File: config.mk
export PLATFORM = sky130hd
export DESIGN_NAME = rtc_i2c_regif
export DESIGN_NICKNAME = d
export VERILOG_FILES = /design/src/rtl/rtc_i2c_pkg.sv /design/src/rtl/i2c_line_sync.sv /design/src/rtl/rtc_reg_store.sv /design/src/rtl/rtc_i2c_regif.sv
export SDC_FILE = /design/constraint.sdc
export NUM_CORES = 1
export LEC_CHECK = 0
export BUFFER_PORTS_ARGS = -buffer_cell sky130_fd_sc_hd__buf_2
export CAP_MARGIN = 10
export CORE_ASPECT_RATIO = 0.5
export CORE_UTILIZATION = 50
export DETAILED_ROUTE_END_ITERATION = 10
export PLACE_DENSITY = 0.73
export SLEW_MARGIN = 20
export SYNTH_ARGS = -nofsm -noshare
export SYNTH_HDL_FRONTEND = slang
export SYNTH_SLANG_ARGS = --single-unit
File: constraint.sdc
create_clock -name clk_i -period 2.8 [get_ports clk_i]
set_input_delay 0.14 -clock clk_i [delete_from_list [all_inputs] [get_ports clk_i]]
set_output_delay 0.14 -clock clk_i [all_outputs]
set_load 0.01 [all_outputs]
File: src/rtl/rtc_i2c_pkg.sv
package rtc_i2c_pkg;
  typedef enum logic [2:0] {
    ST_IDLE,
    ST_ADDR,
    ST_ADDR_ACK,
    ST_WR,
    ST_WR_ACK,
    ST_RD,
    ST_RD_ACK
  } tgt_st_e;
endpackage

File: src/rtl/i2c_line_sync.sv
module i2c_line_sync #(
  parameter int unsigned SYNC_STAGES = 2
) (
  input  logic clk_i,
  input  logic rst_ni,
  input  logic scl_i,
  input  logic sda_i,
  output logic scl_o,
  output logic sda_o,
  output logic scl_rise_o,
  output logic scl_fall_o,
  output logic start_o,
  output logic stop_o
);
  logic [SYNC_STAGES-1:0] scl_ff, sda_ff;
  logic scl_q, sda_q;

  always_ff @(posedge clk_i or negedge rst_ni) begin
    if (!rst_ni) begin
      scl_ff <= '1;
      sda_ff <= '1;
      scl_q  <= 1'b1;
      sda_q  <= 1'b1;
    end else begin
      scl_ff <= {scl_ff[SYNC_STAGES-2:0], scl_i};
      sda_ff <= {sda_ff[SYNC_STAGES-2:0], sda_i};
      scl_q  <= scl_ff[SYNC_STAGES-1];
      sda_q  <= sda_ff[SYNC_STAGES-1];
    end
  end

  assign scl_o      = scl_ff[SYNC_STAGES-1];
  assign sda_o      = sda_ff[SYNC_STAGES-1];
  assign scl_rise_o = scl_o & ~scl_q;
  assign scl_fall_o = ~scl_o & scl_q;
  // SDA edge while SCL is steadily high
  assign start_o    = scl_o & scl_q & sda_q & ~sda_o;
  assign stop_o     = scl_o & scl_q & ~sda_q & sda_o;
endmodule

File: src/rtl/rtc_reg_store.sv
module rtc_reg_store #(
  parameter int unsigned REG_CNT  = 17,
  parameter int unsigned SNAP_CNT = 7,
  localparam int unsigned ADDR_W    = $clog2(REG_CNT),
  localparam int unsigned STORE_CNT = REG_CNT - SNAP_CNT
) (
  input  logic                  clk_i,
  input  logic                  rst_ni,
  input  logic [SNAP_CNT*8-1:0] live_i,
  input  logic                  refresh_i,
  input  logic                  wr_en_i,
  input  logic [ADDR_W-1:0]     wr_addr_i,
  input  logic [7:0]            wr_data_i,
  input  logic [ADDR_W-1:0]     rd_addr_i,
  output logic [7:0]            rd_data_o,
  output logic                  tc_en_o
);
  logic [7:0] snap_q [SNAP_CNT];
  logic [7:0] cfg_q  [STORE_CNT];

  for (genvar i = 0; i < SNAP_CNT; i++) begin : g_snap
    always_ff @(posedge clk_i or negedge rst_ni) begin
      if (!rst_ni)        snap_q[i] <= '0;
      else if (refresh_i) snap_q[i] <= live_i[i*8 +: 8];
    end
  end

  for (genvar i = 0; i < STORE_CNT; i++) begin : g_cfg
    always_ff @(posedge clk_i or negedge rst_ni) begin
      if (!rst_ni) cfg_q[i] <= '0;
      else if (wr_en_i && wr_addr_i == ADDR_W'(SNAP_CNT + i)) cfg_q[i] <= wr_data_i;
    end
  end

  always_comb begin
    rd_data_o = '0;
    for (int i = 0; i < SNAP_CNT; i++)
      if (rd_addr_i == ADDR_W'(i)) rd_data_o = snap_q[i];
    for (int i = 0; i < STORE_CNT; i++)
      if (rd_addr_i == ADDR_W'(SNAP_CNT + i)) rd_data_o = cfg_q[i];
  end

  // only the exact key pattern in the top nibble enables
  assign tc_en_o = (cfg_q[STORE_CNT-1][7:4] == 4'b1010);
endmodule

File: src/rtl/rtc_i2c_regif.sv
module rtc_i2c_regif
  import rtc_i2c_pkg::*;
#(
  parameter logic [6:0]  DEV_ADDR    = 7'b1101000,
  parameter int unsigned REG_CNT     = 17,
  parameter int unsigned SNAP_CNT    = 7,
  parameter int unsigned SYNC_STAGES = 2,
  localparam int unsigned ADDR_W = $clog2(REG_CNT),
  localparam int unsigned LAST   = REG_CNT - 1
) (
  input  logic                  clk_i,
  input  logic                  rst_ni,
  input  logic                  scl_i,
  input  logic                  sda_i,
  output logic                  sda_oe_o,
  input  logic [SNAP_CNT*8-1:0] live_time_i,
  output logic                  wr_en_o,
  output logic [ADDR_W-1:0]     wr_addr_o,
  output logic [7:0]            wr_data_o,
  output logic                  tc_en_o
);
  logic scl_s, sda_s, scl_rise, scl_fall, start_det, stop_det;

  i2c_line_sync #(.SYNC_STAGES(SYNC_STAGES)) u_sync (
    .clk_i, .rst_ni, .scl_i, .sda_i,
    .scl_o(scl_s), .sda_o(sda_s), .scl_rise_o(scl_rise), .scl_fall_o(scl_fall),
    .start_o(start_det), .stop_o(stop_det)
  );

  tgt_st_e           st_q;
  logic [3:0]        bit_cnt_q;
  logic [7:0]        rx_q, tx_q;
  logic [ADDR_W-1:0] ptr_q, ptr_nxt;
  logic              ptr_load_q, rw_q, oe_q;
  logic              wr_en_q;
  logic [ADDR_W-1:0] wr_addr_q;
  logic [7:0]        wr_data_q;
  logic [7:0]        rd_data;
  logic              ptr_step, wrap, refresh;

  assign ptr_nxt  = (ptr_q == ADDR_W'(LAST)) ? '0 : ptr_q + 1'b1;
  assign ptr_step = scl_rise && ((st_q == ST_WR_ACK && !ptr_load_q) || st_q == ST_RD_ACK)
                    && !start_det && !stop_det;
  assign wrap     = ptr_step && (ptr_q == ADDR_W'(LAST));
  assign refresh  = start_det || stop_det || wrap;

  always_ff @(posedge clk_i or negedge rst_ni) begin
    if (!rst_ni) begin
      st_q       <= ST_IDLE;
      bit_cnt_q  <= '0;
      rx_q       <= '0;
      tx_q       <= '0;
      ptr_q      <= '0;
      ptr_load_q <= 1'b0;
      rw_q       <= 1'b0;
      oe_q       <= 1'b0;
      wr_en_q    <= 1'b0;
      wr_addr_q  <= '0;
      wr_data_q  <= '0;
    end else begin
      wr_en_q <= 1'b0;
      if (start_det) begin
        st_q      <= ST_ADDR;
        bit_cnt_q <= '0;
        oe_q      <= 1'b0;
      end else if (stop_det) begin
        st_q <= ST_IDLE;
        oe_q <= 1'b0;
      end else begin
        unique case (st_q)
          ST_ADDR, ST_WR: begin
            if (scl_rise) begin
              rx_q      <= {rx_q[6:0], sda_s};
              bit_cnt_q <= bit_cnt_q + 1'b1;
            end else if (scl_fall && bit_cnt_q == 4'd8) begin
              if (st_q == ST_WR) begin
                oe_q <= 1'b1;
                st_q <= ST_WR_ACK;
              end else if (rx_q[7:1] == DEV_ADDR) begin
                oe_q <= 1'b1;
                rw_q <= rx_q[0];
                st_q <= ST_ADDR_ACK;
              end else begin
                st_q <= ST_IDLE;
              end
            end
          end
          ST_ADDR_ACK: if (scl_fall) begin
            bit_cnt_q <= '0;
            if (rw_q) begin
              tx_q <= rd_data;
              oe_q <= ~rd_data[7];
              st_q <= ST_RD;
            end else begin
              oe_q       <= 1'b0;
              ptr_load_q <= 1'b1;
              st_q       <= ST_WR;
            end
          end
          ST_WR_ACK: begin
            if (scl_rise) begin
              if (ptr_load_q) begin
                ptr_q      <= (rx_q <= 8'(LAST)) ? rx_q[ADDR_W-1:0] : '0;
                ptr_load_q <= 1'b0;
              end else begin
                wr_en_q   <= 1'b1;
                wr_addr_q <= ptr_q;
                wr_data_q <= rx_q;
                ptr_q     <= ptr_nxt;
              end
            end else if (scl_fall) begin
              oe_q      <= 1'b0;
              bit_cnt_q <= '0;
              st_q      <= ST_WR;
            end
          end
          ST_RD: begin
            if (scl_rise) begin
              bit_cnt_q <= bit_cnt_q + 1'b1;
            end else if (scl_fall) begin
              if (bit_cnt_q == 4'd8) begin
                oe_q <= 1'b0;
                st_q <= ST_RD_ACK;
              end else begin
                tx_q <= {tx_q[6:0], 1'b0};
                oe_q <= ~tx_q[6];
              end
            end
          end
          ST_RD_ACK: begin
            if (scl_rise) begin
              ptr_q <= ptr_nxt;
              if (sda_s) st_q <= ST_IDLE;  // master declined more data
            end else if (scl_fall) begin
              bit_cnt_q <= '0;
              tx_q      <= rd_data;
              oe_q      <= ~rd_data[7];
              st_q      <= ST_RD;
            end
          end
          default: ;
        endcase
      end
    end
  end

  rtc_reg_store #(.REG_CNT(REG_CNT), .SNAP_CNT(SNAP_CNT)) u_store (
    .clk_i, .rst_ni,
    .live_i(live_time_i), .refresh_i(refresh),
    .wr_en_i(wr_en_q), .wr_addr_i(wr_addr_q), .wr_data_i(wr_data_q),
    .rd_addr_i(ptr_q), .rd_data_o(rd_data), .tc_en_o(tc_en_o)
  );

  assign sda_oe_o  = oe_q;
  assign wr_en_o   = wr_en_q;
  assign wr_addr_o = wr_addr_q;
  assign wr_data_o = wr_data_q;
endmodule

### Word level (Yosys, flattened, before mapping)

Cells that the tools add are included.

* register bits after elaboration: 186
* output and inout bits: 16

* $add $sub $neg: 2
* equality and inequality tests: 61
* reductions and logical operators: 40
* mux-type cells: 79
* bitwise operators: 18
* order comparisons: 1

Operators by type and width (number)
* 8-bit two-way mux: 17
* 5-bit by 4-bit == test with 1-bit output (second input constant): 16
* 7-bit two-way mux: 7
* 3-bit two-way mux: 15
* 4-bit inequality test (second input constant): 10
* 5-bit by 3-bit == test with 1-bit output (second input constant): 5
* 5-bit two-way mux: 5
* 1-bit two-way mux: 23
* 2-bit inequality test (second input constant): 11
* 11-bit AND reduction: 2
* 7-bit one-hot mux with 3 select lines: 1
* 4-bit two-way mux: 5
* 1-bit logical AND: 16
* 3-bit one-hot mux with 5 select lines: 1
* 4-bit one-hot mux with 3 select lines: 1
* 1-bit NOT: 11
* 5-bit by 2-bit == test with 1-bit output (second input constant): 2
* 5-bit == test (second input constant): 2
* 5-bit inequality test (second input constant): 2
* 5-bit one-hot mux with 2 select lines: 1
* 10-bit AND reduction: 1
* 5-bit AND reduction: 2
* 3-bit == test (second input constant): 3
* 4-bit == test (second input constant): 2
* 26 further kinds: 40

### Depth between registers and ports, before layout

* word-level depth: 24
* mapped depth: 12
* depth with buffers taken out: 8

### Modules after synthesis

A second synthesis with hierarchy kept.

* cell total of the unflattened synthesis: 805
* area, all modules: 9491.6 um2

Modules (own cells, without submodules)
* rtc_reg_store: seq. area each 3403.3 um2, area an instance 6844.1 um2, cells an instance 566, times used 1
* rtc_i2c_regif: seq. area each 1101.1 um2, area an instance 2457.4 um2, cells an instance 229, times used 1
* i2c_line_sync: seq. area each 157.7 um2, area an instance 190.2 um2, cells an instance 10, times used 1

### Worst setup path after synthesis

No wires, ideal clock.

* path type: register -> register
* start point: register ptr_q[0]
* end point: register oe_q, in the netlist sda_oe_o
* buffers on the path: 2
* setup slack: 508 ps
* arrival time: 2210 ps
* cell stages (with the launch flop): 10
* required time: 2718 ps
* cell sequence: dfrtp_1 -> ha_1 -> buf_4 -> clkbuf_1 -> and3_1 -> ha_1 -> or3_1 -> a221oi_1 -> o21ai_0 -> a31oi_1

* longest elaborated chain between the ends: 24
* elaborated cells on any way between the ends: 42

RTL lines
* from (decl): line rtc_i2c_regif.sv:33 `logic [ADDR_W-1:0] ptr_q, ptr_nxt;`
* from (signal assigned): line rtc_i2c_regif.sv:103 `ptr_q <= (rx_q <= 8'(LAST)) ? rx_q[ADDR_W-1:0] : '0;`
* from (signal assigned): line rtc_i2c_regif.sv:109 `ptr_q <= ptr_nxt;`
* from (signal assigned): line rtc_i2c_regif.sv:132 `ptr_q <= ptr_nxt;`
* 5-bit zero test: line rtc_reg_store.sv:38 `if (rd_addr_i == ADDR_W'(i)) rd_data_o = snap_q[i];`
* 8-bit two-way mux (7 in a row): line rtc_reg_store.sv:38
* 8-bit two-way mux (9 in a row): line rtc_reg_store.sv:40 `if (rd_addr_i == ADDR_W'(SNAP_CNT + i)) rd_data_o = cfg_q[i];`
* 8-bit two-way mux *: line rtc_reg_store.sv:40
* 1-bit NOT *: line rtc_i2c_regif.sv:92, rtc_i2c_regif.sv:137
* 1-bit two-way mux, on equally long branches: line rtc_i2c_regif.sv:134, rtc_i2c_regif.sv:90
* 1-bit two-way mux, on equally long branches: line rtc_i2c_regif.sv:131, rtc_i2c_regif.sv:88
* 1-bit one-hot mux with 5 select lines *: line rtc_i2c_regif.sv:70 `unique case (st_q)`
* 1-bit two-way mux *: line rtc_i2c_regif.sv:66 `end else if (stop_det) begin`
* 1-bit two-way mux *: line rtc_i2c_regif.sv:62 `if (start_det) begin`
* to (signal assigned): line rtc_i2c_regif.sv:92 `oe_q <= ~rd_data[7];`
* to (signal assigned): line rtc_i2c_regif.sv:126 `oe_q <= ~tx_q[6];`
* to (signal assigned): line rtc_i2c_regif.sv:137 `oe_q <= ~rd_data[7];`
* to (decl): line rtc_i2c_regif.sv:34 `logic ptr_load_q, rw_q, oe_q;`

Every way passes the cells marked *; elsewhere a longest branch is shown, timed or not. The select of a mux whose other input is x is not followed.
A chain may end at the register's enable or synchronous reset.

### Worst setup path in the final report

* start point: register ptr_q[0]
* end point: register tx_q[4]

* longest elaborated chain between the ends: 21
* elaborated cells on any way between the ends: 39

RTL lines
* 5-bit zero test: line rtc_reg_store.sv:38
* 8-bit two-way mux (7 in a row): line rtc_reg_store.sv:38
* 8-bit two-way mux (9 in a row): line rtc_reg_store.sv:40
* 8-bit two-way mux *: line rtc_reg_store.sv:40
* 7-bit two-way mux, on equally long branches: line rtc_i2c_regif.sv:134, rtc_i2c_regif.sv:90
* 7-bit two-way mux, on equally long branches: line rtc_i2c_regif.sv:131, rtc_i2c_regif.sv:88
* 7-bit one-hot mux with 3 select lines *: line rtc_i2c_regif.sv:70
* to (signal assigned): line rtc_i2c_regif.sv:91 `tx_q <= rd_data;`
* to (signal assigned): line rtc_i2c_regif.sv:125 `tx_q <= {tx_q[6:0], 1'b0};`
* to (signal assigned): line rtc_i2c_regif.sv:136 `tx_q <= rd_data;`
* to (decl): line rtc_i2c_regif.sv:32 `logic [7:0] rx_q, tx_q;`

Marked as above.

==> impl_metrics.tcl <==
set metrics [dict create \
    outcome "completed" \
    hp-class "in2async" \
    gr-max-usage-layer "met2" \
    worstPathArrival_ns 2.95 \
    antenna_found_initial 0 \
    rows 35 \
    finalSetupViolCount 0 \
    synthTopCellsByArea "dfrtp_1 (47%), mux2_2 (18%), a21oi_1 (3.2%), o21ai_0 (2.1%), dfstp_2 (1.6%)" \
    path_cells "inv_1 -> ha_1 -> buf_4 -> and2_1 -> a21o_1 -> a221oi_1 -> nor3_1 -> a221oi_1 -> o21ai_1" \
    instances_no_fill 1257 \
    wirelength_um 26500 \
    ys_types 88 \
    fmax_ghz 0.383 \
    cts_setup_buffers 0 \
    grt_pass1_wl_um 41400 \
    pin_count 76 \
    maxSlewViolCount 0 \
    rsz0062_at_grt "false" \
    leakagePower_nw 5.28 \
    synth_top_area_cell "dfrtp_1" \
    io_buffers 75 \
    synth_area_mm2 0.00965 \
    maxCapViolCount 0 \
    wl_per_cell_um 21.0 \
    worstPathMaxFanout 14 \
    startpoint_type "flop" \
    synth_ff_type "dfrtp_1" \
    area_delta_synth_final_pct 19.6 \
    synth_top_area_frac 0.467 \
    synth-edff-count 0 \
    yosysMostFrequentCell "dfrtp_1" \
    fin_crit_sh 0.934 \
    grtUsageMet3 0.0669 \
    clkLatencyLatePin_ns 0.45 \
    first_iter_violations 648 \
    ff_latch_area_mm2 0.00466 \
    vias_per_cell 6.10 \
    syn-num-nets 928 \
    period_minus_slack_ns 2.61 \
    fin_util 0.619 \
    synthCells 858 \
    design.core.area_mm2 0.0187 \
    clk_pin_slew_ns 0.08 \
    ant_nets 0 \
    drc 0 \
    via_count 7670 \
    grt_max_degree 96 \
    dp_slack_ns 0.172 \
    use_met1 0.376 \
    multi_input_area_mm2 0.00458 \
    die_h_um 100 \
    cp_slowest_cell "dfrtp_1" \
    htreeDepth 4 \
    diodes 0 \
    ys_seq_elements 186 \
    fin_setup_tns_ns 0 \
    drive_above_1_share 0.332 \
    die-width_um 198 \
    first_pass_iters 5 \
    grt_util_met2 0.451 \
    yosysWarnings 0 \
    overflow 0 \
    worstMarginPinSlew_ns 0.823 \
    gp_congestion 0.982 \
    synth_common_cells "dfrtp_1 (180), mux2_2 (156), a21oi_1 (62), o21ai_0 (41), nor2_1 (40)" \
    fin_skew_ns 0.0124 \
    irDropWorstVdd_v 0.000464 \
    seq_area_frac_synth 0.483 \
    async_reset_ff_frac 1.00 \
    dp_hpwl_um 18300 \
    grt_usage 0.279 \
    clock-sinks 186 \
    nNetsFinal 1055 \
    relSlewSlack 0.450 \
    hold_viol 0 \
    fillers 1469 \
    cts_made_buffers 17 \
    worst_path_largest_cell_delay_ns 0.44 \
    cts_tree "yes" \
    clockBufferDepth 2 \
    setup_ws_ns 0.186 \
    required_ns 3.13 \
    syn_avg_cell_area_um2 11.2 \
    worstSetupPathType "reg2reg" \
    crit_path_frequent_cell "a221oi_1" \
    initial_utilization 0.517 \
    dpl.cell_count 1166 \
    clockRootBuffer "clkbuf_16" \
    power_density_mw_per_mm2 824 \
    end_kind "flop" \
    first_global_vias 7537 \
    design.die.area_mm2 0.0199 \
]
cell type report:
type | instances | share of cell area
inverters | 17 | 0.00553
clock inverters | 14 | 0.0152
multi-input cells | 593 | 0.397
flip-flops and latches | 186 | 0.404
clock buffers | 18 | 0.0381
well taps | 259 | 0.0281
repair buffers | 170 | 0.112
kinds of logic (layout without fill, tap and decap cells):
| logic type | Yosys count | in the layout | synth area share |
|---|---|---|---|
| compound gates | 211 | 211 | 0.144 |
| xor+xnor | 1 | 1 | 0.000908 |
| fa+ha+maj | 10 | 10 | 0.0130 |
| buf+inv | 79 | 219 | 0.0435 |
| flops | 186 | 186 | 0.483 |
| mux | 158 | 158 | 0.184 |
| simple gates | 213 | 213 | 0.131 |
critical path, delay by kind of cell (launching register included):
kind                       cells  cell delay, ns
adders and majority gates      1            0.29
DFF                            1            0.44
AOI/OAI and AO/OA              4            1.03
and+or+nand+nor                2            0.39
buffers and inverters          2            0.33
registers in the layout (all words and copies together) (netlist names), 3 cells and up:
register        flops
bit_cnt_q           4
ptr_q               5
rx_q                8
st_q                3
tx_q                7
u_store.cfg_q      80
u_store.snap_q     56
wr_addr_o           5
wr_data_o           8
path summary, 6_finish.rpt:
path | start | endpoint | slack (ns) | cells after the start
setup reg to reg | ptr_q[0]$_DFFE_PN0P_ | tx_q[4]$_DFFE_PN0P_ | 0.19 | 9
setup / recovery | ptr_q[0]$_DFFE_PN0P_ | tx_q[4]$_DFFE_PN0P_ | 0.19 | 9
hold / removal | rst_ni | bit_cnt_q[0]$_DFFE_PN0P_ | 0.22 | 2
max in group asynchronous | rst_ni | u_store.snap_q[25]$_DFFE_PN0P_ | 1.64 | 3
min in group clk_i | sda_i | u_sync.sda_ff[0]$_DFF_PN1_ | 0.32 | 2
hold reg to reg | u_sync.sda_ff[0]$_DFF_PN1_ | u_sync.sda_ff[1]$_DFF_PN1_ | 0.36 | 0
where the power goes:
part	internal [mW]	switching (mW)	total [mW]
combinational	1.49	1.97	3.47
clock	1.38	1.14	2.52
sequential	3.07	0.449	3.52
repair_timing:
action | CTS | global route
resized for setup | 0 | 1
hold buffers | 59 | 0
endpoints found under the hold margin | 109 | 0
setup endpoints to repair | 0 | 1
cells in the final DEF, fill, tap and decap left out, types with 17 or more instances in the layout:
cell	count
a21oi_1	61
buf_2	74
buf_4	32
clkbuf_16	17
dfrtp_1	180
dlygate4sd3_1	59
mux2_2	156
nand2_1	39
nand3_1	17
nor2_1	40
nor2b_1	17
o21ai_0	41
metrics by stage:
| step | instance area, um^2 | hold slack, ns | total power, mW |
|---|---|---|---|
| after CTS | 11500 | 0.240 | 9.42 |
| after global placement | 10300 | 0.138 | 6.76 |
| final | 11500 | 0.221 | 9.51 |
| after floorplan | 9650 | -0.156 | 5.79 |
| after global routing | 11500 | 0.268 | 9.98 |
| after detailed placement | 10300 | 0.150 | 6.82 |
layer usage:
| layer | wire length [um] | vias up |
|---|---|---|
| met5 | 0 | - |
| met4 | 508 | 0 |
| met3 | 1650 | 49 |
| met2 | 12300 | 273 |
| met1 | 12000 | 3896 |
| li1 | - | 3452 |
Note: power is estimated with default switching activity, not from simulation.
